`src/rtl/sdb_pkg.sv`:
```
package sdb_pkg;
  typedef enum logic [1:0] {
    HOST_CTL  = 2'd0,
    HOST_LEN  = 2'd1,
    HOST_FIFO = 2'd2
  } host_sel_e;

  typedef enum logic [2:0] {
    CH_SRC = 3'd0,
    CH_DST = 3'd1,
    CH_CNT = 3'd2,
    CH_CTL = 3'd3,
    CH_OPR = 3'd4
  } chan_sel_e;

  typedef enum logic {
    DR_IDLE  = 1'b0,
    DR_BURST = 1'b1
  } drain_st_e;

  localparam int CTL_RV_BIT   = 0;
  localparam int CTL_EN_BIT   = 2;
  localparam int CTL_FULL_BIT = 7;
  localparam int CH_TE_BIT    = 1;
endpackage

```
`src/rtl/sdb_fifo.sv`:
```
module sdb_fifo #(
  parameter int DW    = 16,
  parameter int DEPTH = 8
) (
  input  logic                         clk,
  input  logic                         rst_n,
  input  logic                         push,
  input  logic [DW-1:0]                push_data,
  input  logic                         pop,
  output logic [DW-1:0]                head,
  output logic [$clog2(DEPTH+1)-1:0]   level,
  output logic                         full
);
  localparam int PW = (DEPTH > 1) ? $clog2(DEPTH) : 1;
  localparam int LW = $clog2(DEPTH+1);

  logic [DW-1:0] mem [DEPTH];
  logic [PW-1:0] wr_ptr, rd_ptr;

  always_ff @(posedge clk) begin
    if (push) mem[wr_ptr] <= push_data;
  end

  always_ff @(posedge clk) begin
    if (!rst_n) begin
      wr_ptr <= '0;
      rd_ptr <= '0;
      level  <= '0;
    end else begin
      if (push) wr_ptr <= (wr_ptr == PW'(DEPTH-1)) ? '0 : wr_ptr + PW'(1);
      if (pop)  rd_ptr <= (rd_ptr == PW'(DEPTH-1)) ? '0 : rd_ptr + PW'(1);
      case ({push, pop})
        2'b10:   level <= level + LW'(1);
        2'b01:   level <= level - LW'(1);
        default: level <= level;
      endcase
    end
  end

  assign head = mem[rd_ptr];
  assign full = (level == LW'(DEPTH));


  no_push_full_chk: assert property (@(posedge clk) disable iff (!rst_n)
    push |-> !full);


  no_pop_empty_chk: assert property (@(posedge clk) disable iff (!rst_n)
    pop |-> level != '0);
endmodule

```
`src/rtl/sdb_host_regs.sv`:
```
module sdb_host_regs
  import sdb_pkg::*;
#(
  parameter int DW = 16
) (
  input  logic          clk,
  input  logic          rst_n,
  input  logic          wr_en,
  input  logic [1:0]    sel,
  input  logic [DW-1:0] wdata,
  input  logic          fifo_full,
  input  logic          len_dec,
  output logic          xfer_en,
  output logic          rv,
  output logic [DW-1:0] len,
  output logic          push
);
  logic ctl_wr, len_wr, dat_wr;

  assign ctl_wr = wr_en && (sel == HOST_CTL);
  assign len_wr = wr_en && (sel == HOST_LEN);
  assign dat_wr = wr_en && (sel == HOST_FIFO);
  assign push   = dat_wr && xfer_en && !fifo_full;

  always_ff @(posedge clk) begin
    if (!rst_n) begin
      xfer_en <= 1'b0;
      rv      <= 1'b0;
      len     <= '0;
    end else begin
      if (len_dec && len != '0) len <= len - DW'(1);
      if (len_dec && len == DW'(1)) xfer_en <= 1'b0;
      if (ctl_wr) begin
        xfer_en <= wdata[CTL_EN_BIT];
        rv      <= wdata[CTL_RV_BIT];
      end
      if (len_wr) len <= {wdata[DW-1:2], 2'b00};
    end
  end


  len_mask_chk: assert property (@(posedge clk) disable iff (!rst_n)
    len_wr |=> len[1:0] == 2'b00);


  en_fall_chk: assert property (@(posedge clk) disable iff (!rst_n)
    $fell(xfer_en) |-> ($past(ctl_wr) || len == '0));


  rv_hold_chk: assert property (@(posedge clk) disable iff (!rst_n)
    !ctl_wr |=> $stable(rv));
endmodule

```
`src/rtl/sdb_dma_chan.sv`:
```
module sdb_dma_chan
  import sdb_pkg::*;
#(
  parameter int AW    = 32,
  parameter int CNT_W = 24,
  parameter int CTL_W = 16,
  parameter int LW    = 4,
  parameter int BURST = 4
) (
  input  logic             clk,
  input  logic             rst_n,
  input  logic             cfg_wr,
  input  logic [2:0]       cfg_sel,
  input  logic [AW-1:0]    cfg_wdata,
  input  logic [LW-1:0]    fifo_level,
  input  logic             dst_ready,
  output logic             dst_valid,
  output logic [AW-1:0]    dst_addr,
  output logic             pop,
  output logic             len_dec,
  output logic [AW-1:0]    chan_src,
  output logic [CNT_W-1:0] chan_cnt,
  output logic [CTL_W-1:0] chan_ctl
);
  localparam int BW = (BURST > 1) ? $clog2(BURST) : 1;

  drain_st_e      state;
  logic [BW-1:0]  beat;
  logic           opr_en;
  logic           hs, level_ok, start_ok;

  assign hs       = dst_valid && dst_ready;
  assign pop      = hs;
  assign len_dec  = hs;
  assign level_ok = (fifo_level != '0) && ((fifo_level % LW'(BURST)) == '0);
  assign start_ok = (state == DR_IDLE) && level_ok && (chan_ctl[1:0] == 2'b01)
                    && opr_en && (chan_cnt != '0);
  assign dst_valid = (state == DR_BURST) && (chan_cnt != '0);

  always_ff @(posedge clk) begin
    if (!rst_n) begin
      state <= DR_IDLE;
      beat  <= '0;
    end else begin
      case (state)
        DR_IDLE: begin
          beat <= '0;
          if (start_ok) state <= DR_BURST;
        end
        default: begin
          if (chan_cnt == '0) begin
            state <= DR_IDLE;
          end else if (hs) begin
            beat <= beat + BW'(1);
            if (beat == BW'(BURST-1) || chan_cnt == CNT_W'(1)) state <= DR_IDLE;
          end
        end
      endcase
    end
  end

  always_ff @(posedge clk) begin
    if (!rst_n) begin
      chan_src <= '0;
      dst_addr <= '0;
      chan_cnt <= '0;
      chan_ctl <= '0;
      opr_en   <= 1'b0;
    end else begin
      if (hs) begin
        dst_addr <= dst_addr + AW'(2);
        chan_cnt <= chan_cnt - CNT_W'(1);
        if (chan_cnt == CNT_W'(1)) chan_ctl[CH_TE_BIT] <= 1'b1;
      end
      if (cfg_wr) begin
        case (cfg_sel)
          CH_SRC:  chan_src <= cfg_wdata;
          CH_DST:  dst_addr <= cfg_wdata;
          CH_CNT:  chan_cnt <= cfg_wdata[CNT_W-1:0];
          CH_CTL:  chan_ctl <= cfg_wdata[CTL_W-1:0];
          CH_OPR:  opr_en   <= cfg_wdata[0];
          default: ;
        endcase
      end
    end
  end


  dst_step_chk: assert property (@(posedge clk) disable iff (!rst_n)
    hs && !cfg_wr |=> dst_addr == $past(dst_addr) + AW'(2));


  cnt_step_chk: assert property (@(posedge clk) disable iff (!rst_n)
    hs && !cfg_wr |=> chan_cnt == $past(chan_cnt) - CNT_W'(1));


  te_set_chk: assert property (@(posedge clk) disable iff (!rst_n)
    hs && chan_cnt == CNT_W'(1) && !cfg_wr |=> chan_ctl[CH_TE_BIT]);


  start_lvl_chk: assert property (@(posedge clk) disable iff (!rst_n)
    $rose(dst_valid) |-> fifo_level >= LW'(BURST));


  valid_hold_chk: assert property (@(posedge clk) disable iff (!rst_n)
    dst_valid && !dst_ready && !cfg_wr |=> dst_valid && $stable(dst_addr));
endmodule

```
`src/rtl/stream_dma_bridge.sv`:
```
module stream_dma_bridge
  import sdb_pkg::*;
#(
  parameter int DW    = 16,
  parameter int AW    = 32,
  parameter int CNT_W = 24,
  parameter int CTL_W = 16,
  parameter int DEPTH = 8,
  parameter int BURST = 4
) (
  input  logic             clk,
  input  logic             rst_n,
  input  logic             host_wr_en,
  input  logic [1:0]       host_sel,
  input  logic [DW-1:0]    host_wdata,
  output logic [7:0]       host_ctl_rd,
  output logic [DW-1:0]    host_len,
  input  logic             cfg_wr_en,
  input  logic [2:0]       cfg_sel,
  input  logic [AW-1:0]    cfg_wdata,
  output logic [AW-1:0]    chan_src,
  output logic [CNT_W-1:0] chan_cnt,
  output logic [CTL_W-1:0] chan_ctl,
  output logic             dst_valid,
  input  logic             dst_ready,
  output logic [AW-1:0]    dst_addr,
  output logic [DW-1:0]    dst_data
);
  localparam int LW = $clog2(DEPTH+1);

  logic          push, pop, len_dec, fifo_full, xfer_en, rv;
  logic [LW-1:0] level;

  sdb_host_regs #(.DW(DW)) u_host (
    .clk(clk), .rst_n(rst_n), .wr_en(host_wr_en), .sel(host_sel),
    .wdata(host_wdata), .fifo_full(fifo_full), .len_dec(len_dec),
    .xfer_en(xfer_en), .rv(rv), .len(host_len), .push(push)
  );

  sdb_fifo #(.DW(DW), .DEPTH(DEPTH)) u_fifo (
    .clk(clk), .rst_n(rst_n), .push(push), .push_data(host_wdata),
    .pop(pop), .head(dst_data), .level(level), .full(fifo_full)
  );

  sdb_dma_chan #(.AW(AW), .CNT_W(CNT_W), .CTL_W(CTL_W), .LW(LW), .BURST(BURST)) u_chan (
    .clk(clk), .rst_n(rst_n), .cfg_wr(cfg_wr_en), .cfg_sel(cfg_sel),
    .cfg_wdata(cfg_wdata), .fifo_level(level), .dst_ready(dst_ready),
    .dst_valid(dst_valid), .dst_addr(dst_addr), .pop(pop), .len_dec(len_dec),
    .chan_src(chan_src), .chan_cnt(chan_cnt), .chan_ctl(chan_ctl)
  );

  always_comb begin
    host_ctl_rd = '0;
    host_ctl_rd[CTL_FULL_BIT] = fifo_full;
    host_ctl_rd[CTL_EN_BIT]   = xfer_en;
    host_ctl_rd[CTL_RV_BIT]   = rv;
  end


  data_hold_chk: assert property (@(posedge clk) disable iff (!rst_n)
    dst_valid && !dst_ready && !cfg_wr_en |=> $stable(dst_data));


  full_drop_chk: assert property (@(posedge clk) disable iff (!rst_n)
    fifo_full && pop && !push |=> !host_ctl_rd[CTL_FULL_BIT]);
endmodule

```
`config.mk`:
```
export PLATFORM = sky130hd
export DESIGN_NAME = stream_dma_bridge
export DESIGN_NICKNAME = d
export VERILOG_FILES = /design/src/rtl/sdb_pkg.sv /design/src/rtl/sdb_fifo.sv /design/src/rtl/sdb_host_regs.sv /design/src/rtl/sdb_dma_chan.sv /design/src/rtl/stream_dma_bridge.sv
export SDC_FILE = /design/constraint.sdc
export NUM_CORES = 1
export LEC_CHECK = 0
export ABC_AREA = 1
export BUFFER_PORTS_ARGS = -buffer_cell sky130_fd_sc_hd__buf_4
export CORE_MARGIN = 10
export CORE_UTILIZATION = 25
export CTS_BUF_LIST = sky130_fd_sc_hd__clkbuf_16
export DETAILED_ROUTE_END_ITERATION = 6
export GPL_TIMING_DRIVEN = 0
export PLACE_DENSITY = 0.48
export RECOVER_POWER = 50
export SETUP_SLACK_MARGIN = 0.05
export SYNTH_ARGS = -nofsm -noshare
export SYNTH_HDL_FRONTEND = slang
export SYNTH_SLANG_ARGS = --single-unit
```
`constraint.sdc`:
```
create_clock -name clk -period 3.6 [get_ports clk]
set_input_delay 0.54 -clock clk [delete_from_list [all_inputs] [get_ports clk]]
set_output_delay 0.54 -clock clk [all_outputs]
set_load 0.1 [all_outputs]
```
Word-level counts from Yosys, hierarchy flattened
Memories as Yosys holds them, arrays and structs flattened. A register that Yosys moved wholly into a read port is not among the register bits.
Cells that the tools add are included.
- register bits: 136
- memory bits (writable): 128
- bits of input ports: 58
- logic and storage cells: 100
- memories kept: 1
- add/subtract/negate cells: 8
- equal/unequal tests: 15
- muxes and demuxes: 26
- bitwise operators: 3
- reduce and logical (&&, ||, !) cells: 32
- memory list (name ; words ; width ; rd ports ; clocked after memory_dff ; wr ports ; RTL line ; text):
    u_fifo.mem ; 8 ; 16 ; 1 ; 1 ; 1 ; sdb_fifo.sv:17 ; logic [DW-1:0] mem [DEPTH];
- operators with widths (kind ; number):
    $mux 32 ; 3
    $mux 24 ; 3
    $add 32x2->32 const B ; 1
    $mux 16 ; 2
    $eq 24x1->1 const B ; 1
    $logic_not 24->1 ; 1
    $reduce_bool 24->1 ; 1
    $sub 24x1->24 const B ; 1
    $eq 16x1->1 const B ; 1
    $reduce_bool 16->1 ; 1
    $sub 16x1->16 const B ; 1
    $logic_and 1x1->1 ; 14
    $mux 3 ; 4
    $mux 1 ; 11
    $reduce_and 2->1 ; 5
    $eq 3x3->1 const B ; 3
    $pmux 4 s2 ; 1
    $add 3x1->3 const B ; 2
    $eq 2x1->1 const B ; 3
    $eq 2x2->1 const B ; 3
    $eq 3x2->1 const B ; 2
    $reduce_bool 2->1 ; 3
    $add 4x1->4 const B ; 1
    $eq 4x4->1 const B ; 1
    other kinds (12) ; 15

Depth between registers and ports, before layout
- depth in word-level cells: 8
- mapped depth: 16
- gate-level depth less buffers: 14

By module
A second synthesis with hierarchy kept.
- cells, all modules: 1732
- area, all modules: 13397.8 um2
- modules (own cells, without submodules) (module ; instances ; cells each ; area each (um2)):
    sdb_dma_chan ; 1 ; 1063 ; 6319.8
    sdb_fifo ; 1 ; 444 ; 5657.9
    sdb_host_regs ; 1 ; 216 ; 1356.3
    stream_dma_bridge ; 1 ; 9 ; 63.8

Least setup slack after synthesis
No wires, ideal clock.
- kind: register to output
- start point: register (tool-made name)
- end point: output dst_data[0]
- arrival: 2743 ps
- required time: 3060 ps
- setup slack: 317 ps
- stages on the path, launching flop included: 7
- buffers on the path: 2
- cell sequence: dfxtp_1 clkbuf_1 clkbuf_1 nor2_1 nor2_1 o21ai_0 a31oi_1
- RTL lines (element ; RTL line ; text):
    end: declaration ; stream_dma_bridge.sv:27 ; output logic [DW-1:0] dst_data

Worst setup path in the final report
- start point: register u_chan.chan_cnt[0]
- end point: register u_fifo.level[3]
- word-level cells in the longest chain between the ends: 5
- elaborated cells on any way between the ends: 7
- those cells by class: 2 x eq/ne; 1 x mux; 4 x reduce/logical
- RTL lines (element ; RTL line ; text):
    start: declaration ; sdb_dma_chan.sv:22 ; output logic [CNT_W-1:0] chan_cnt,
    start signal: assignment ; sdb_dma_chan.sv:72 ; chan_cnt <= chan_cnt - CNT_W'(1);
    start signal: assignment ; sdb_dma_chan.sv:79 ; CH_CNT: chan_cnt <= cfg_wdata[CNT_W-1:0];
    $reduce_bool 24->1 * ; sdb_dma_chan.sv:38 ; assign dst_valid = (state == DR_BURST) && (chan_cnt != '0);
    $logic_and 1x1->1 * ; sdb_dma_chan.sv:38 ;
    $logic_and 1x1->1 * ; sdb_dma_chan.sv:32 ; assign hs = dst_valid && dst_ready;
    $eq 2x1->1 / $eq 2x2->1 (equally long branches) ; sdb_fifo.sv:32 ; case ({push, pop})
    $pmux 4 s2 / $reduce_bool 2->1 (equally long branches) ; n/a ;
    end signal: assignment ; sdb_fifo.sv:33 ; 2'b10: level <= level + LW'(1);
    end signal: assignment ; sdb_fifo.sv:34 ; 2'b01: level <= level - LW'(1);
    end signal: assignment ; sdb_fifo.sv:35 ; default: level <= level;
    end: declaration ; sdb_fifo.sv:11 ; output logic [$clog2(DEPTH+1)-1:0] level,
Mark *: on every way between the ends. The rest lies on a longest branch, timed or not.
A chain may end at the register's enable or synchronous reset.

==> flow_summary_export.csv <==
group,metric,value,unit
outcome,status,"complete, no violations",
floorplan,ios,203,
clock_network,cts-htree-levels,2,
setup_path,crit_end,"u_fifo.level[3]",
yosys,synth_adder_area_share,1.246,%
yosys,synthCells,1658,
detailed_routing,wl_per_cell,18.60,um
setup_path,r2r_cells,16,
floorplan,die_w,248.5,um
floorplan,die_height,248.5,um
placement,hpwl,37.31,mm
setup_path,ff2ff_setup_slack,0.31,ns
clock_network,cts_tree,"yes",
clock_network,clock_sinks,267,
clock_network,root_buffer,"clkbuf_16",
clock_network,cts_buffers,34,
timing,setup_viol,0,
worst_hold_path,hold_class,"primary input to flip-flop",
yosys,ys_async_sr_fraction,0,%
placement,gp_congestion,0.9198,
yosys,synth.area.mux_share,0,%
global_route,grt_pass1_vias,11610,
clock_network,clk_pin_slew,0.06,ns
setup_path,worstPathMaxFanout,11,
detailed_routing,ant_nets,0,
power,swShare,29.25,%
setup_path,cp-end-kind,"flip-flop",
power,power.switching,2.240,mW
placement,dp_slack,0.4411,ns
placement,dp.cells,2546,
power,seqPwrFrac,43.0,%
floorplan,core_area,51510,um2
final_layout,layout-drive-gt1-share,12.41,%
global_route,grt_max_degree,15,
setup_path,critPathLaunch,"u_chan.chan_cnt[0]",
timing,finalClockSkew,0.03964,ns
timing,finalHoldViolCount,0,
yosys,yosysSeqAreaShare,50.77,%
yosys,synth_seq_cells,267,
timing,tns,0,ns
yosys,syn_avg_cell_area,7.872,um2
power,p_int,5.419,mW
clock_network,cts_buffer_depth,3,
yosys,synthSimpleGateAreaFrac,27.74,%
global_route,top_usage_layer,"met2",
yosys,synth-edff-count,128,
power,clock_power_share,44.2,%
floorplan,die_area,61740,um2
timing,max_freq,303.7,MHz
clock_network,cts-hold-fix-buffers,0,
setup_path,crit-reg2reg-launch,"u_chan.chan_cnt[0]",
setup_path,required,4.03,ns
detailed_routing,drc,0,
timing,fin_crit_sh,91.47,%
setup_path,crit_type,"flip-flop to flip-flop",
setup_path,critPathLaunchType,"flip-flop",
global_route,grt_use_met2,24.80,%
power,vdd_drop_max,0.2797,mV
placement,io_buffer_count,196,
detailed_routing,drtIter0Drc,817,
detailed_routing,dr.pass1.iters,6,
global_route,use_met1,18.97,%
yosys,synth-compound-area-share,9.683,%
floorplan,start_util,25.34,%
global_route,grt_use_total,15.21,%
final_layout,num-nets-final,1973,
power,power_per_cell_area,470.8,nW/um2
clock_network,ctsResizeCount,0,
yosys,yosysWarnings,0,
yosys,ys.flop_type,"dfxtp_1",
detailed_routing,wl,48.51,mm
floorplan,rows,83,
final_layout,area_delta_synth_final,24.65,%
global_route,grt-ovfl-total,0,
detailed_routing,viasPerCell,4.566,
clock_network,clkLatencyLatePin,0.55,ns
yosys,synth_xor_area_share,2.819,%
timing,setup_ws,0.3073,ns
setup_path,r2r_end,"u_fifo.level[3]",
final_layout,final_common_cell,"nor2_1",
timing,drv_slew,0,
job,max_cap_violations,0,
yosys,yosysUniqueCellTypes,38,
detailed_routing,num_vias,11910,
yosys,synth_top_family_by_area,"simple AND/OR/NAND/NOR gates",
power,pwr-share-comb,12.8,%
timing,period_needed,3.293,ns
final_layout,layoutNonFillerInstCount,2608,
power,finalPower,7.659,mW
global_route,antenna_found_initial,3,
final_layout,mostFrequentLayoutCells,"nor2_1, nand2_1, inv_1, clkbuf_1, o21ai_0",
timing,tightest_slew,1.386,ns
timing,rsz0062_at_grt,"false",
setup_path,arrival,3.73,ns
timing,relSlewSlack,8.021,%
power,p_leak,6.824,nW
global_route,met3_usage,5.123,%
yosys,netlist_area,13050,um2
clock_network,post_cts_buffers,0,
global_route,grt_pass1_wl,73.27,mm
-- synthesized netlist by cell type, types with 6 or more instances --
cell,n,area share [%]
edfxtp_1,128,29
o21ai_0,149,5.7
nand3_1,140,5.4
buf_1,6,0.17
xnor2_1,22,1.5
clkbuf_1,52,1.5
nor2_2,6,0.29
a31oi_1,17,0.81
nor2_1,339,9.7
nand3b_1,11,0.63
nand4_1,7,0.34
buf_2,9,0.35
ha_1,13,1.2
xor2_1,20,1.3
buf_4,12,0.69
dfxtp_1,139,21
a21oi_1,45,1.7
nand2_1,297,8.5
nor3_1,7,0.27
o22ai_1,16,0.77
or2_2,40,1.9
inv_1,156,4.5
-- worst min-delay path by stage --
stage	start	end	slack (ns)	cells after the start
after floorplan	u_chan.opr_en	u_chan.opr_en	0.43	2
after global placement	u_chan.chan_ctl[4]	u_chan.chan_ctl[4]	0.43	2
after detailed placement	u_chan.chan_ctl[3]	u_chan.chan_ctl[3]	0.44	2
after CTS	host_wdata[1]	u_fifo.mem[3][1]	0.20	1
after global routing	cfg_wdata[31]	u_chan.chan_src[31]	0.22	3
final	cfg_wdata[24]	u_chan.chan_src[24]	0.23	3
-- power groups by stage --
stage / logic [mW] / clock network (mW) / registers (mW)
2_1_floorplan: 0.387 / 0 / 3.67
3_3_place_gp: 1.02 / 0 / 3.36
3_5_place_dp: 1.03 / 0 / 3.36
4_1_cts: 1.03 / 3.48 / 3.29
5_1_grt: 1.06 / 3.60 / 3.30
6_report: 0.981 / 3.39 / 3.29
-- per-layer routing --
metal,part of all wire (%),vias up
met1,44,5607
met3,8.5,59
li1,-,5880
met5,0.054,-
met2,46,359
met4,1.8,4
-- final cells by class --
type	count	area, um2
diodes	2	5.005
plain buffers	84	411.6
clock buffers	34	850.8
clock inverters	26	252.7
fillers	5655	35240
inverters	159	596.8
multi-input cells	1152	5451
flip-flops and latches	267	6626
well taps	680	850.8
repair buffers	204	1222
-- per-stage QoR --
step	hold WS, ns	instance area, um2	utilization (%)
6_report	0.2307	16270	31.58
5_1_grt	0.2198	16260	31.57
4_1_cts	0.2033	16650	32.33
3_5_place_dp	0.4424	15550	30.19
3_3_place_gp	0.4349	15390	29.88
2_1_floorplan	0.4297	13070	-
-- logic make-up (layout without fill, tap and decap cells) --
group,Yosys count,count (layout)
simple gates,854,854
flops,267,267
buf+inv,243,507
compound gates,238,238
xor+xnor,42,42
fa+ha+maj,13,13
other cells,1,7
-- registers in the layout (all words and copies together), names as in the netlist, named ones only --
name and count:
u_fifo.mem 128, u_chan.chan_cnt 24, u_chan.beat 2, u_chan.dst_addr 32, u_host.xfer_en 1, u_fifo.level 4
u_fifo.wr_ptr 3, u_chan.chan_src 32, u_host.rv 1, u_fifo.rd_ptr 3, u_host.len 16, u_chan.state 1
u_chan.opr_en 1, u_chan.chan_ctl 16
-- critical path, stage by stage, from the launching register on --
cell and delay (ns):
dfxtp_1 0.42, inv_1 0.15, ha_1 0.29, nand2_2 0.11
nor2_1 0.41, nand3_4 0.17, nand3_2 0.18, inv_2 0.06
buf_6 0.14, buf_6 0.15, ha_1 0.23, xor2_1 0.31
nand3_1 0.13, a21oi_1 0.14, nand2_1 0.07, o21ai_0 0.15
a21oi_1 0.05
Note: power is estimated with default switching activity, not from simulation.
